File: src/rtl/crc_accum_pkg.sv
package crc_accum_pkg;
   localparam logic [31:0] POLY_IEEE_REFL = 32'hEDB88320;
   localparam logic [31:0] POLY_CAST_REFL = 32'h82F63B78;

   typedef enum logic {
      POLY_IEEE = 1'b0,
      POLY_CAST = 1'b1
   } poly_e;
endpackage

File: src/rtl/crc_byte_step.sv
module crc_byte_step #(
   parameter int          CRC_W  = 32,
   parameter logic [31:0] POLY_A = 32'hEDB88320,
   parameter logic [31:0] POLY_B = 32'h82F63B78
) (
   input  logic [CRC_W-1:0] crc_i,
   input  logic [7:0]       byte_i,
   input  logic             poly_sel,
   output logic [CRC_W-1:0] crc_o
);
   localparam int BITS = 8;

   logic [CRC_W-1:0] poly;
   logic [CRC_W-1:0] bit_st [BITS+1];

   assign poly      = (poly_sel == crc_accum_pkg::POLY_CAST) ? POLY_B[CRC_W-1:0] : POLY_A[CRC_W-1:0];
   assign bit_st[0] = crc_i ^ {{(CRC_W-BITS){1'b0}}, byte_i};

   generate
      for (genvar b = 0; b < BITS; b++) begin : g_bit
         assign bit_st[b+1] = (bit_st[b] >> 1) ^ (bit_st[b][0] ? poly : '0);
      end
   endgenerate

   assign crc_o = bit_st[BITS];
endmodule

File: src/rtl/crc_serial_engine.sv
module crc_serial_engine #(
   parameter int          CRC_W  = 32,
   parameter int          DATA_W = 64,
   parameter int          SEL_W  = 2,
   parameter logic [31:0] POLY_A = 32'hEDB88320,
   parameter logic [31:0] POLY_B = 32'h82F63B78
) (
   input  logic              clk,
   input  logic              rst_n,
   input  logic              start,
   input  logic              poly_sel,
   input  logic [SEL_W-1:0]  size_sel,
   input  logic [CRC_W-1:0]  acc_in,
   input  logic [DATA_W-1:0] data_in,
   output logic              busy,
   output logic              done,
   output logic [CRC_W-1:0]  crc_out
);
   localparam int NBYTES = DATA_W / 8;
   localparam int CNT_W  = $clog2(NBYTES) + 1;

   logic              busy_q, done_q, poly_q;
   logic [CNT_W-1:0]  left_q;
   logic [CRC_W-1:0]  work_q, res_q, step_crc;
   logic [DATA_W-1:0] data_q;

   crc_byte_step #(.CRC_W(CRC_W), .POLY_A(POLY_A), .POLY_B(POLY_B)) u_step (
      .crc_i    (work_q),
      .byte_i   (data_q[7:0]),
      .poly_sel (poly_q),
      .crc_o    (step_crc)
   );

   always_ff @(posedge clk or negedge rst_n) begin
      if (!rst_n) begin
         busy_q <= 1'b0;
         done_q <= 1'b0;
         poly_q <= 1'b0;
         left_q <= '0;
         work_q <= '0;
         res_q  <= '0;
         data_q <= '0;
      end else begin
         done_q <= 1'b0;
         if (busy_q) begin
            work_q <= step_crc;
            data_q <= data_q >> 8;
            left_q <= left_q - 1'b1;
            if (left_q == CNT_W'(1)) begin
               busy_q <= 1'b0;
               done_q <= 1'b1;
               res_q  <= step_crc;
            end
         end else if (start) begin
            busy_q <= 1'b1;
            poly_q <= poly_sel;
            work_q <= acc_in;
            data_q <= data_in;
            left_q <= CNT_W'(1 << size_sel);
         end
      end
   end

   assign busy    = busy_q;
   assign done    = done_q;
   assign crc_out = res_q;

   AST_DONE_PULSE:  assert property (@(posedge clk) disable iff (!rst_n) done_q |=> !done_q);
   AST_DONE_IDLE:   assert property (@(posedge clk) disable iff (!rst_n) done_q |-> !busy_q);
   AST_BYTE_STEP:   assert property (@(posedge clk) disable iff (!rst_n)
                       (busy_q && left_q > CNT_W'(1)) |=> (busy_q && left_q == $past(left_q) - 1'b1));
   AST_START_BUSY:  assert property (@(posedge clk) disable iff (!rst_n) (start && !busy_q) |=> busy_q);
   AST_BUSY_IGNORE: assert property (@(posedge clk) disable iff (!rst_n)
                       (busy_q && start) |=> (poly_q == $past(poly_q)));
   AST_RES_HOLD:    assert property (@(posedge clk) disable iff (!rst_n) !done_q |-> $stable(res_q));
endmodule

File: src/rtl/crc_parallel_engine.sv
module crc_parallel_engine #(
   parameter int          CRC_W  = 32,
   parameter int          DATA_W = 64,
   parameter int          SEL_W  = 2,
   parameter logic [31:0] POLY_A = 32'hEDB88320,
   parameter logic [31:0] POLY_B = 32'h82F63B78
) (
   input  logic              clk,
   input  logic              rst_n,
   input  logic              start,
   input  logic              poly_sel,
   input  logic [SEL_W-1:0]  size_sel,
   input  logic [CRC_W-1:0]  acc_in,
   input  logic [DATA_W-1:0] data_in,
   output logic              busy,
   output logic              done,
   output logic [CRC_W-1:0]  crc_out
);
   localparam int NBYTES = DATA_W / 8;
   localparam int SEL_N  = $clog2(NBYTES) + 1;

   logic [CRC_W-1:0] stage [NBYTES+1];
   logic [CRC_W-1:0] pick;
   logic             done_q;
   logic [CRC_W-1:0] res_q;

   assign stage[0] = acc_in;

   generate
      for (genvar k = 0; k < NBYTES; k++) begin : g_byte
         crc_byte_step #(.CRC_W(CRC_W), .POLY_A(POLY_A), .POLY_B(POLY_B)) u_step (
            .crc_i    (stage[k]),
            .byte_i   (data_in[8*k +: 8]),
            .poly_sel (poly_sel),
            .crc_o    (stage[k+1])
         );
      end
   endgenerate

   always_comb begin
      pick = stage[1];
      for (int k = 0; k < SEL_N; k++) begin
         if (size_sel == SEL_W'(k)) pick = stage[1 << k];
      end
   end

   always_ff @(posedge clk or negedge rst_n) begin
      if (!rst_n) begin
         done_q <= 1'b0;
         res_q  <= '0;
      end else begin
         done_q <= start;
         if (start) res_q <= pick;
      end
   end

   assign busy    = 1'b0;
   assign done    = done_q;
   assign crc_out = res_q;

   AST_PAR_LATENCY: assert property (@(posedge clk) disable iff (!rst_n) start |=> done_q);
   AST_PAR_HOLD:    assert property (@(posedge clk) disable iff (!rst_n) !done_q |-> $stable(res_q));
endmodule

File: src/rtl/crc_accum.sv
module crc_accum #(
   parameter int          CRC_W  = 32,
   parameter int          DATA_W = 64,
   parameter bit          SERIAL = 1'b1,
   parameter logic [31:0] POLY_A = crc_accum_pkg::POLY_IEEE_REFL,
   parameter logic [31:0] POLY_B = crc_accum_pkg::POLY_CAST_REFL,
   localparam int         SEL_W  = $clog2($clog2(DATA_W / 8) + 1)
) (
   input  logic              clk,
   input  logic              rst_n,
   input  logic              start,
   input  logic              poly_sel,
   input  logic [SEL_W-1:0]  size_sel,
   input  logic [CRC_W-1:0]  acc_in,
   input  logic [DATA_W-1:0] data_in,
   output logic              busy,
   output logic              done,
   output logic [CRC_W-1:0]  crc_out
);
   generate
      if (CRC_W != 32) begin : g_bad_crc
         $error("crc_accum: CRC_W must be 32");
      end
      if (DATA_W % 8 != 0 || DATA_W < 16 || (DATA_W & (DATA_W - 1)) != 0) begin : g_bad_data
         $error("crc_accum: DATA_W must be a power of two multiple of 8");
      end

      if (SERIAL) begin : g_serial
         crc_serial_engine #(.CRC_W(CRC_W), .DATA_W(DATA_W), .SEL_W(SEL_W),
                             .POLY_A(POLY_A), .POLY_B(POLY_B)) u_eng (
            .clk, .rst_n, .start, .poly_sel, .size_sel, .acc_in, .data_in,
            .busy, .done, .crc_out
         );
      end else begin : g_parallel
         crc_parallel_engine #(.CRC_W(CRC_W), .DATA_W(DATA_W), .SEL_W(SEL_W),
                               .POLY_A(POLY_A), .POLY_B(POLY_B)) u_eng (
            .clk, .rst_n, .start, .poly_sel, .size_sel, .acc_in, .data_in,
            .busy, .done, .crc_out
         );
      end
   endgenerate

   AST_OUT_HOLD: assert property (@(posedge clk) disable iff (!rst_n)
                    (!done && !$rose(done)) |-> $stable(crc_out));
endmodule

File: config.mk
export PLATFORM = sky130hd
export DESIGN_NAME = crc_accum
export DESIGN_NICKNAME = d
export VERILOG_FILES = /design/src/rtl/crc_accum_pkg.sv /design/src/rtl/crc_byte_step.sv /design/src/rtl/crc_serial_engine.sv /design/src/rtl/crc_parallel_engine.sv /design/src/rtl/crc_accum.sv
export SDC_FILE = /design/constraint.sdc
export NUM_CORES = 1
export LEC_CHECK = 0
export ABC_AREA = 1
export BUFFER_PORTS_ARGS = -buffer_cell sky130_fd_sc_hd__buf_2
export CORE_MARGIN = 5
export CORE_UTILIZATION = 55
export DETAILED_ROUTE_END_ITERATION = 6
export HOLD_SLACK_MARGIN = 0.12
export PLACE_DENSITY = 0.8
export SLEW_MARGIN = 20
export SYNTH_ARGS = -nofsm -noshare
export SYNTH_HDL_FRONTEND = slang
export SYNTH_SLANG_ARGS = --single-unit
File: constraint.sdc
create_clock -name clk -period 2.3 [get_ports clk]
set_clock_uncertainty 0.15 [all_clocks]
set_input_delay 0.345 -clock clk [delete_from_list [all_inputs] [get_ports clk]]
set_output_delay 0.345 -clock clk [all_outputs]
set_load 0.02 [all_outputs]
==> out/results.ini <==
[synth]
synth.most_common_cell=nand2_1
async_flop_share=1.00
synth_top_area_share=0.403
synth_fp_nets=1324
ys_types=36
syn_inst=1220
syn_area_mm2=0.00838
synth_area_leaders=dfrtp_1, nand2_1, nand3_1
synth_edf_count=0
ys_warn_count=0
ys.flop_type=dfrtp_1
syn_avg_cell_area_um2=6.87
synth_common_cells=nand2_1, nand3_1, dfrtp_1
ys_seq_area_frac=0.403
yosysTopAreaCell=dfrtp_1
synth_seq_cells=135

[die]
core_area_mm2=0.0151
row_count=45
num_io_pins=136
start_util=0.555
dieArea_mm2=0.0178
dieHeight_um=133
fp.dieW_um=133

[grt]
grt_use_met3=0.0770
use_met1=0.480
grtUsageMet2=0.603
grt_antenna_before_repair=1
grt_pass1_wl_mm=51.1
grt_usage=0.370
overflow=0
grt-busiest-layer=met2
grt_pass1_vias=9380
grt_max_degree=68

[finish]
final_nets=1603
nFillCells=1106
multiInputGateArea_mm2=0.00451
seq_area_mm2=0.00338
syn2layout_area_growth_pct=36.3
drive_above_1_share=0.217

[routing]
drc=0
wirelength_mm=33.0
drtIter0Drc=1199
dr.pass1.iters=5
vias=9601
via_per_inst=5.64
avgRoutedWirePerCell_um=19.4
postRouteAntennaNets=0

[sta]
slew_violations=0
worstMarginPinSlew_ns=0.834
fin_ws_ns=-0.0723
slew-limit-headroom=0.444
setup_viol_count_final=1
timing.fmax_mhz=422
hold_violations=0
min_period_ns=2.37
rsz0062_at_grt=yes
holdWs_ns=0.146
min_period_over_period=1.03

[outcome]
outcome=finished, violations left
violations=setup timing

[setup_path]
timing.rr.start=g_serial.u_eng.data_q[0]
r2r_setup_slack_ns=-0.07
crit_required_ns=2.44
worstReg2RegEnd=g_serial.u_eng.crc_out[29]
cp_max_fo=6
reg2regPathDepth=12
cp_data_arrival_time_ns=2.51
end_kind=flip-flop
cp-start-kind=flip-flop
worstSetupPathType=flip-flop to flip-flop

[clocking]
cts-root-buf=clkbuf_16
h-tree-depth=4
cts_tree=built
clk_pin_slew_ns=0.07
cts_max_path_buffers=2
clkLatencyLatePin_ns=0.43
clock_sinks=135
numCtsBuffers=17

[place]
gp_congestion=1.03
portBuffers=135
dp_hpwl_mm=21.2

[hold_path]
hold_depth=5
holdPathEnd=g_serial.u_eng.work_q[12]
hp-class=input port to flip-flop
holdCritStartpoint=acc_in[12]

[flow_run]
max-cap-violations=0

-- worst max path at each step --
stage	start	end	slack (ns)
2_1_floorplan	g_serial.u_eng.poly_q	g_serial.u_eng.work_q[26]	0.46
3_3_place_gp	g_serial.u_eng.data_q[0]	g_serial.u_eng.work_q[3]	-0.05
3_5_place_dp	g_serial.u_eng.data_q[0]	g_serial.u_eng.work_q[3]	-0.08
4_1_cts	g_serial.u_eng.work_q[1]	g_serial.u_eng.work_q[3]	0.01
5_1_grt	g_serial.u_eng.data_q[1]	g_serial.u_eng.crc_out[29]	-0.09
6_report	g_serial.u_eng.data_q[0]	g_serial.u_eng.crc_out[29]	-0.07
-- cell type report --
class,count,area share
well taps,188,0.0206
clock buffers,19,0.0396
inverters,111,0.0370
flip-flops and latches,135,0.296
clock inverters,13,0.0112
multi-input cells,929,0.395
diodes,1,0.000219
repair buffers,305,0.201
-- what timing repair did --
item | 4_1_cts | 5_1_grt
cloned | 0 | 1
hold buffers | 97 | 0
endpoints found under the setup margin | 15 | 45
hold endpoints to repair | 231 | 0
setup buffers | 0 | 6
pin swaps | 0 | 8
resized for setup | 2 | 37
-- routing by layer --
| metal | share of wire | routed length, um | vias up |
|---|---|---|---|
| met3 | 0.083 | 2730 | 122 |
| met5 | 0 | 0 | - |
| met2 | 0.47 | 15600 | 570 |
| li1 | - | - | 4421 |
| met1 | 0.40 | 13000 | 4488 |
| met4 | 0.047 | 1540 | 0 |
-- through the flow --
| stage | worst slack (ns) | util | cells | area [um^2] | TNS [ns] |
|---|---|---|---|---|---|
| after floorplan | 0.461 | - | 1220 | 8380 | 0 |
| after detailed placement | -0.0764 | 0.640 | 1564 | 9660 | -0.435 |
| final | -0.0723 | 0.757 | 1701 | 11400 | -0.0723 |
| after CTS | 0.0104 | 0.743 | 1693 | 11200 | 0 |
| after global placement | -0.0531 | 0.640 | 1564 | 9660 | -0.0868 |
| after global routing | -0.0905 | 0.757 | 1701 | 11400 | -0.266 |
-- state kept, by name, summed over array words and instances (netlist names) --
name	flops
g_serial.u_eng.data_q	64
g_serial.u_eng.crc_out	32
g_serial.u_eng.work_q	32
g_serial.u_eng.left_q	4
g_serial.u_eng.busy	1
g_serial.u_eng.done	1
g_serial.u_eng.poly_q	1
-- placed cells by master (no fill, tap or decap), drive strengths merged, types with 7 or more instances in the layout --
cell           n
nand2        609
buf          208
nand3        188
dfrtp        135
inv          119
dlygate4sd3   97
o21ai         37
xor2          26
clkbuf        19
nor2          18
o211ai        13
xnor2          7
-- logic make-up (layout without fill, tap and decap cells) --
family / Yosys count / in the layout / share of synthesized area
AOI/OAI and AO/OA: 68 / 68 / 0.0520
DFF: 135 / 135 / 0.403
other: 0 / 1 / 0
xor gates and xnor gates: 34 / 34 / 0.0372
and+or+nand+nor: 824 / 825 / 0.427
buffers and inverters: 157 / 448 / 0.0781
adders and majority gates: 2 / 2 / 0.00299
-- critical path, stage by stage, from the launching register on --
cell     delay (ns)
dfrtp_2        0.45
inv_2          0.10
nand2_4        0.09
nand3_4        0.11
inv_1          0.08
nand2_1        0.09
nand3_1        0.14
nand2_4        0.16
buf_4          0.13
nand2_1        0.04
nand2_1        0.10
xor2_1         0.39
o21ai_0        0.19
Power is not shown: default switching activity piles up to over one toggle a cycle in this logic, so the estimate is an artifact.
